[src/rtl/pin_irq_pkg.sv]
package pin_irq_pkg;

    // Configuration word layout, MSB first
    typedef struct packed {
        logic [2:0] target;   // routing select
        logic [1:0] mode;     // detection mode
        logic       pol;      // polarity
        logic       raw_en;   // raw-status enable
        logic       enable;   // interrupt enable
    } cfg_t;

    localparam int CFG_W      = $bits(cfg_t);
    localparam int TGT_W      = 3;
    localparam int TGT_APPS   = 4;
    localparam int REG_CFG    = 0;
    localparam int REG_STAT   = 1;

    typedef enum logic [1:0] {
        SENSE_LEVEL = 2'd0,
        SENSE_RISE  = 2'd1,
        SENSE_FALL  = 2'd2,
        SENSE_BOTH  = 2'd3
    } sense_e;

    // Polarity-adjusted pin: 1 means the pin is at its active value
    function automatic logic adjusted_level(input logic pin, input logic pol);
        return pin ~^ pol;
    endfunction

    function automatic logic is_armed(input cfg_t c);
        return c.enable | c.raw_en;
    endfunction

endpackage

[src/rtl/pin_irq_regs.sv]
module pin_irq_regs
    import pin_irq_pkg::*;
#(
    parameter int ADDR_W   = 2,
    parameter int DATA_W   = 8,
    parameter bit ACK_HIGH = 1'b1
) (
    input  logic              clk,
    input  logic              rst,
    input  logic              wr_en,
    input  logic [ADDR_W-1:0] wr_addr,
    input  logic [DATA_W-1:0] wr_data,
    output cfg_t              cfg_q,
    output logic              ack_clr
);
    localparam logic [ADDR_W-1:0] A_CFG  = ADDR_W'(REG_CFG);
    localparam logic [ADDR_W-1:0] A_STAT = ADDR_W'(REG_STAT);

    logic cfg_we;

    always_comb begin
        cfg_we  = wr_en && (wr_addr == A_CFG);
        ack_clr = wr_en && (wr_addr == A_STAT) && (wr_data[0] == ACK_HIGH);
    end

    always_ff @(posedge clk) begin
        if (rst) begin
            cfg_q <= '0;
        end else if (cfg_we) begin
            cfg_q <= cfg_t'(wr_data[CFG_W-1:0]);
        end
    end

endmodule

[src/rtl/pin_irq_sense.sv]
module pin_irq_sense
    import pin_irq_pkg::*;
#(
    parameter bit TWO_BIT_MODE = 1'b1
) (
    input  logic       clk,
    input  logic       rst,
    input  logic       pin_in,
    input  logic       pol,
    input  logic [1:0] mode,
    output logic       lvl_mode,
    output logic       lvl_active,
    output logic       edge_hit
);
    logic   adj;
    logic   adj_prev_q;
    logic   rise;
    logic   fall;
    sense_e sel;

    always_comb begin
        adj  = adjusted_level(pin_in, pol);
        rise = adj & ~adj_prev_q;
        fall = ~adj & adj_prev_q;
    end

    // One-cycle-delayed copy of the adjusted input
    always_ff @(posedge clk) begin
        if (rst) begin
            adj_prev_q <= 1'b0;
        end else begin
            adj_prev_q <= adj;
        end
    end

    generate
        if (TWO_BIT_MODE) begin : g_two_bit
            always_comb sel = sense_e'(mode);
        end else begin : g_one_bit
            // bit 0 of the field picks edge; a single edge only
            always_comb sel = mode[0] ? SENSE_RISE : SENSE_LEVEL;
        end
    endgenerate

    always_comb begin
        lvl_mode   = (sel == SENSE_LEVEL);
        lvl_active = adj;
        unique case (sel)
            SENSE_RISE: edge_hit = rise;
            SENSE_FALL: edge_hit = fall;
            SENSE_BOTH: edge_hit = rise | fall;
            default:    edge_hit = 1'b0;
        endcase
    end

endmodule

[src/rtl/pin_irq_status.sv]
module pin_irq_status (
    input  logic clk,
    input  logic rst,
    input  logic armed,
    input  logic lvl_mode,
    input  logic lvl_active,
    input  logic edge_hit,
    input  logic ack_clr,
    output logic status_q
);
    logic status_d;

    always_comb begin
        if (armed && lvl_mode) begin
            status_d = lvl_active;
        end else if (armed) begin
            // a fresh edge outranks a simultaneous acknowledge
            status_d = edge_hit | (status_q & ~ack_clr);
        end else begin
            status_d = status_q & ~ack_clr;
        end
    end

    always_ff @(posedge clk) begin
        if (rst) begin
            status_q <= 1'b0;
        end else begin
            status_q <= status_d;
        end
    end

endmodule

[src/rtl/pin_irq_route.sv]
module pin_irq_route #(
    parameter int TGT_W    = 3,
    parameter int APPS_SEL = 4
) (
    input  logic             enable,
    input  logic             status,
    input  logic [TGT_W-1:0] target,
    output logic             irq
);
    localparam logic [TGT_W-1:0] SEL = TGT_W'(APPS_SEL);

    always_comb irq = enable & status & (target == SEL);

endmodule

[src/rtl/pin_irq_detect.sv]
module pin_irq_detect
    import pin_irq_pkg::*;
#(
    parameter int ADDR_W       = 2,
    parameter int DATA_W       = 8,
    parameter bit TWO_BIT_MODE = 1'b1,
    parameter bit ACK_HIGH     = 1'b1
) (
    input  logic              clk,
    input  logic              rst,
    input  logic              wr_en,
    input  logic [ADDR_W-1:0] wr_addr,
    input  logic [DATA_W-1:0] wr_data,
    input  logic              pin_in,
    output logic              status_o,
    output logic              irq_o
);
    cfg_t cfg_q;
    logic ack_clr;
    logic lvl_mode;
    logic lvl_active;
    logic edge_hit;
    logic armed;

    pin_irq_regs #(
        .ADDR_W   (ADDR_W),
        .DATA_W   (DATA_W),
        .ACK_HIGH (ACK_HIGH)
    ) u_regs (
        .clk     (clk),
        .rst     (rst),
        .wr_en   (wr_en),
        .wr_addr (wr_addr),
        .wr_data (wr_data),
        .cfg_q   (cfg_q),
        .ack_clr (ack_clr)
    );

    pin_irq_sense #(
        .TWO_BIT_MODE (TWO_BIT_MODE)
    ) u_sense (
        .clk        (clk),
        .rst        (rst),
        .pin_in     (pin_in),
        .pol        (cfg_q.pol),
        .mode       (cfg_q.mode),
        .lvl_mode   (lvl_mode),
        .lvl_active (lvl_active),
        .edge_hit   (edge_hit)
    );

    always_comb armed = is_armed(cfg_q);

    pin_irq_status u_status (
        .clk        (clk),
        .rst        (rst),
        .armed      (armed),
        .lvl_mode   (lvl_mode),
        .lvl_active (lvl_active),
        .edge_hit   (edge_hit),
        .ack_clr    (ack_clr),
        .status_q   (status_o)
    );

    pin_irq_route #(
        .TGT_W    (TGT_W),
        .APPS_SEL (TGT_APPS)
    ) u_route (
        .enable (cfg_q.enable),
        .status (status_o),
        .target (cfg_q.target),
        .irq    (irq_o)
    );

endmodule

[config.mk]
export PLATFORM = sky130hd
export DESIGN_NAME = pin_irq_detect
export DESIGN_NICKNAME = d
export VERILOG_FILES = /design/src/rtl/pin_irq_pkg.sv /design/src/rtl/pin_irq_regs.sv /design/src/rtl/pin_irq_sense.sv /design/src/rtl/pin_irq_status.sv /design/src/rtl/pin_irq_route.sv /design/src/rtl/pin_irq_detect.sv
export SDC_FILE = /design/constraint.sdc
export NUM_CORES = 1
export LEC_CHECK = 0
export BUFFER_PORTS_ARGS = -buffer_cell sky130_fd_sc_hd__buf_4
export CAP_MARGIN = 20
export CORE_AREA = 2 2 39 41
export CTS_BUF_LIST = sky130_fd_sc_hd__clkbuf_2
export CTS_CLUSTER_SIZE = 30
export DETAILED_ROUTE_END_ITERATION = 8
export DIE_AREA = 0 0 41 43
export HOLD_SLACK_MARGIN = 0.05
export PLACE_DENSITY = 0.7
export REMOVE_ABC_BUFFERS = 1
export SLEW_MARGIN = 20
export SYNTH_ARGS = -nofsm -noshare
export SYNTH_HDL_FRONTEND = slang
export SYNTH_SLANG_ARGS = --single-unit
[constraint.sdc]
create_clock -name clk -period 1.4 [get_ports clk]
set_input_delay 0.07 -clock clk [delete_from_list [all_inputs] [get_ports clk]]
set_output_delay 0.07 -clock clk [all_outputs]
set_load 0.02 [all_outputs]
==> impl_metrics.tcl, run 1 <==
set metrics [dict create \
    required_ns 1.59 \
    post-synth-top-area-cell "dfxtp_1" \
    start_kind "register" \
    die_x_um 41 \
    clkTransAtPathRegs_ns 0.10 \
    ios 16 \
    dieHeight_um 43 \
    cts_root_buf "clkbuf_2" \
    yosysSeqAreaShare 0.443 \
    vias_per_cell 4.48 \
    cp.arrival_ns 1.67 \
    synthCells 46 \
    worst_pin_slew_ns 0.216 \
    diodes 0 \
    skew_ns 0.00279 \
    irDropWorstVdd_mv 0.329 \
    die-area_um2 1760 \
    min_path_type "in2reg" \
    wirelength_um 931 \
    rsz0062_at_grt "true" \
    final_nets 97 \
    end_kind "register" \
    crit_type "reg2reg" \
    hold_violations 0 \
    maxSlewHeadroom 0.855 \
    cts_buffer_depth 2 \
    power.leakage_nw 0.343 \
    syn-cell-area_um2 452 \
    cts_buffers 3 \
    setup_violations 1 \
    synth_warnings 0 \
    tritoncts "built" \
    grt_pass1_wl_mm 1.49 \
    h-tree-depth 1 \
    row_count 14 \
    holdWs_ns 0.0539 \
    failed_checks "negative setup slack" \
    placed_cell_area_um2 592 \
    yosysTopAreaCellShare 0.443 \
    grt_antenna_before_repair 0 \
    power_uw 595 \
    port-buffer-count 15 \
    slowest_stage "dfxtp_2" \
    ant_nets 0 \
    drive_above_1_share 0.358 \
    yosys.cell_types.count 17 \
    status "finished with violations" \
    vias 435 \
    gp_congestion 0.638 \
    synth_area_leaders "dfxtp_1 44%, mux2i_1 18%, nor2_1 9.1%" \
    clk_latency_ns 0.26 \
    fmax_mhz 676 \
    dpl.hpwl_um 624 \
    area_delta_synth_final_pct 68.7 \
    place_worst_setup_slack_ns -0.160 \
    crit_path_frequent_cell "buf_4" \
    start_util 0.326 \
    synth_ff_type "dfxtp_1" \
    synth_edf_count 0 \
    drtPass1Iterations 4 \
    synth-seq-cells 10 \
    cts_sinks 10 \
    grt_overflow 0 \
    cp_max_fo 3 \
    synthTopCellsByCount "11 x nor2_1, 10 x dfxtp_1, 8 x mux2i_1" \
    routedWlPerCell_um 9.60 \
    max_stage_delay_ns 0.35 \
    pwr_density_cell_nw_per_um2 781 \
    maxCapViolations 0 \
    yosysMostFrequentCell "nor2_1" \
    design_area_um2 762 \
    finalMaxSlewViolations 0 \
    remaining_drc_errors 0 \
    grt_usage 0.125 \
    synth-async-reset-ratio 0 \
    grt_max_degree 11 \
    path_cells "xor2_2, buf_4, buf_4, buf_4, buf_6, a21oi_2, a211o_1, a221oi_2" \
    drt-initial-drc-count 2 \
    post-route-min-period_ns 1.48 \
    grt_pass1_vias 388 \
    period_share 1.06 \
    num-fill-cells 133 \
    core_region_area_um2 1380 \
    syn_avg_cell_area_um2 9.82 \
    layout_setup_ws_ns -0.0799 \
]
## final timing paths
kind,start,endpoint,slack (ns),cells past startpoint
min,wr_data[0],u_regs.cfg_q[0],0.05,3
min reg2reg,u_regs.cfg_q[7],u_regs.cfg_q[7],0.50,2
max reg2reg,u_regs.cfg_q[2],u_status.status_q,-0.08,8
max,u_regs.cfg_q[2],u_status.status_q,-0.08,8
## what timing repair did
action | CTS | global route
endpoints found under the hold margin | 9 | 0
buffers inserted | 3 | 0
gates resized for setup | 4 | 0
hold buffers | 12 | 0
pin swaps | 2 | 1
endpoints found under the setup margin | 1 | 1
## layout by cell type, fill, tap and decap left out, types with 2 or more instances in the layout
| cell | count |
|---|---|
| dfxtp_1 | 9 |
| inv_1 | 2 |
| buf_4 | 19 |
| mux2i_1 | 8 |
| nand2_1 | 2 |
| dlygate4sd3_1 | 12 |
| clkbuf_2 | 3 |
| nor2_1 | 11 |
## cell type report
class	count	area, um^2	area share
Timing Repair Buffer	32	274	0.360
Multi-Input combinational cell	33	240	0.315
Clock inverter	1	3.75	0.00493
Tap cell	16	20.0	0.0263
Inverter	2	7.51	0.00985
Clock buffer	3	15.0	0.0197
Sequential cell	10	201	0.264
## where the power goes
group / switching [mW] / internal (mW) / total [mW]
clock network: 0.103 / 0.0620 / 0.165
logic: 0.0445 / 0.0815 / 0.126
registers: 0.00772 / 0.296 / 0.304
## critical path: cells and delay by family (launching register included)
family / cells / cell delay [ns]
flip-flops: 1 / 0.35
buffers and inverters: 4 / 0.39
XOR/XNOR: 1 / 0.16
AO/OA/AOI/OAI: 3 / 0.51
## routing by layer
layer | part of all wire | vias to the layer above | GRT usage
met2 | 0.44 | 14 | 0.178
li1 | - | 226 | -
met1 | 0.47 | 192 | 0.149
met3 | 0.064 | 3 | 0.0314
met5 | 0 | - | 0
met4 | 0.028 | 0 | 0.100
## through the flow
stage / util / instances / TNS, ns
6_report: 0.551 / 97 / -0.0799
5_1_grt: 0.551 / 97 / -0.197
4_1_cts: 0.551 / 97 / -0.0886
3_5_place_dp: 0.428 / 78 / -0.160
3_3_place_gp: 0.428 / 78 / -0.132
2_1_floorplan: - / 45 / -0.152
## sequential cells by signal, summed over array words and instances, names as in the netlist
signal              cells
u_sense.adj_prev_q      1
u_status.status_q       1
u_regs.cfg_q            8
## logic make-up after synthesis
| kind of cell | count (synthesis) | synth area share |
|---|---|---|
| compound gates | 5 | 0.0859 |
| xor+xnor | 1 | 0.0360 |
| fa+ha+maj | 1 | 0.0277 |
| buf+inv | 3 | 0.0333 |
| flops | 10 | 0.443 |
| mux | 8 | 0.177 |
| simple gates | 18 | 0.197 |
(Power assumes the default switching activity.)
==> run 2, diff against run 1 <==
Settings changed: RECOVER_POWER from default to 100.
==> run 2 against run 1 <==
  * The flow still finishes with violations (negative setup slack)
  * Cell area is 1.5% lower
  * Flip-flop and latch count unchanged
  * First-iteration DRC count is 50% lower
  * Routed wire length increased by 0.11%
==> impl_metrics.tcl, run 2 (synthesized netlist as in run 1, its figures left out) <==
set metrics [dict create \
    status "finished with violations" \
    failed_checks "negative setup slack" \
    wl_met2_um 406 \
    grt_pass1_vias 388 \
    grt_pass1_wl_mm 1.49 \
    routedWlPerCell_um 9.61 \
    cp.arrival_ns 1.66 \
    wl_met1_um 431 \
    final_common_cell "buf_4" \
    dieHeight_um 43 \
    cts_sinks 10 \
    crit_start "wr_addr[1]" \
    drt-initial-drc-count 1 \
    holdWs_ns 0.0547 \
    ios 16 \
    ff_latch_area_um2 201 \
    place_worst_setup_slack_ns -0.160 \
    cts_buffer_depth 2 \
    layout_setup_ws_ns -0.103 \
    gp_congestion 0.638 \
    cp_top_family "buffers and inverters" \
    multi_input_area_um2 240 \
    maxCapViolations 0 \
    grt_antenna_before_repair 0 \
    clk_latency_ns 0.26 \
    diodes 0 \
    seq_power_share 0.513 \
    num-fill-cells 137 \
    power.leakage_nw 0.330 \
    slowest_stage "dlygate4sd3_1" \
    required_ns 1.56 \
    skew_ns 0.00247 \
    fmax_mhz 665 \
    finalMaxSlewViolations 0 \
    p_clk_frac 0.278 \
    cp_max_fo 8 \
    row_count 14 \
    pwr_density_cell_nw_per_um2 789 \
    hold_path_depth 3 \
    largest_reg_flops 8 \
    ant_nets 0 \
    die-area_um2 1760 \
    max_stage_delay_ns 0.54 \
    grt_usage 0.125 \
    dpl.hpwl_um 624 \
    post-route-min-period_ns 1.50 \
    clkTransAtPathRegs_ns 0.10 \
    grt_overflow 0 \
    crit_type "in2reg" \
    irDropWorstVdd_mv 0.326 \
    min_to "u_regs.cfg_q[0]" \
    vias_per_cell 4.48 \
    start_kind "primary input" \
    end_kind "register" \
    dr.max_layer_used "met4" \
    pwr-share-comb 0.208 \
    drive_above_1_share 0.321 \
    final_nets 97 \
    p_sw_uw 155 \
    worst_pin_slew_ns 0.565 \
    start_util 0.326 \
    dr_wl_met3_um 68 \
    h-tree-depth 1 \
    p_int_uw 437 \
    crit_buf_inv 3 \
    tritoncts "built" \
    grt_max_degree 11 \
    wirelength_um 932 \
    top_regs "u_regs.cfg_q: 8 flops, u_sense.adj_prev_q: 1 flops, u_status.status_q: 1 flops" \
    remaining_drc_errors 0 \
    vias 435 \
    hold_violations 0 \
    min_path_type "in2reg" \
    core_region_area_um2 1380 \
    setup_violations 5 \
    switching_share 0.262 \
    hold_start "wr_data[0]" \
    r2r-start "u_regs.cfg_q[2]" \
    die_x_um 41 \
    drtPass1Iterations 4 \
    port-buffer-count 15 \
    largest-register "u_regs.cfg_q" \
    r2r_end "u_status.status_q" \
    cts_buffers 3 \
    reg2reg_slack_ns -0.08 \
    layout_common_cells "15 x buf_4, 12 x dlygate4sd3_1, 11 x nor2_1, 9 x dfxtp_1, 8 x mux2i_1" \
    area_delta_synth_final_pct 66.2 \
    ff2ff_path_depth 8 \
    maxSlewHeadroom 0.623 \
    path_cells "clkbuf_4, nand2b_4, nor2_2, clkbuf_1, mux2i_1, nor2_1, dlygate4sd3_1" \
    cts_root_buf "clkbuf_2" \
    rsz0062_at_grt "true" \
    period_share 1.07 \
]
## run 2: power groups by stage
stage	clock, mW	sequential [mW]	combinational (mW)
after floorplan	0	0.311	0.0394
after global placement	0	0.310	0.0884
after detailed placement	0	0.311	0.0901
after CTS	0.170	0.304	0.127
after global routing	0.183	0.306	0.136
final	0.165	0.304	0.123
## run 2: metrics by stage
stage	TNS (ns)	utilization	total power, mW	cell area (um^2)	instances
CTS	-0.0886	0.551	0.601	762	97
global route	-0.822	0.542	0.626	751	97
finish	-0.481	0.542	0.592	751	97
floorplan	-0.152	-	0.351	444	45
detailed placement	-0.160	0.428	0.401	592	78
global placement	-0.132	0.428	0.399	592	78
## run 2: how the worst max path moves through the flow
stage	to	cells past startpoint
global placement	u_status.status_q	7
detailed placement	u_status.status_q	7
CTS	u_status.status_q	7
floorplan	u_status.status_q	7
global route	u_status.status_q	7
finish	u_regs.cfg_q[1]	7
## run 2: timing repair
item                                    in CTS  in global routing
hold buffers                                12                  0
endpoints found under the setup margin       1                  1
buffers inserted                             3                  0
gates resized for setup                      4                  0
hold endpoints to repair                     9                  0
pin swaps                                    2                  1
## run 2: final cells by class
class / count / area share
Timing Repair Buffer: 32 / 0.350
Inverter: 2 / 0.0100
Clock inverter: 1 / 0.00500
Tap cell: 16 / 0.0267
Multi-Input combinational cell: 33 / 0.320
Sequential cell: 10 / 0.268
Clock buffer: 3 / 0.0200
## run 2: worst register-to-register path, cell delays in order, from the launching register on
cell and delay (ns):
dfxtp_2 0.35, xor2_2 0.16, buf_4 0.12, buf_4 0.09, buf_4 0.09, buf_6 0.09
a21oi_2 0.05, a211o_1 0.27, a221oi_2 0.19
## run 2: metal layers
metal	track usage	vias up
met2	0.178	14
met4	0.100	0
met5	0	-
met1	0.149	192
li1	-	226
met3	0.0314	3
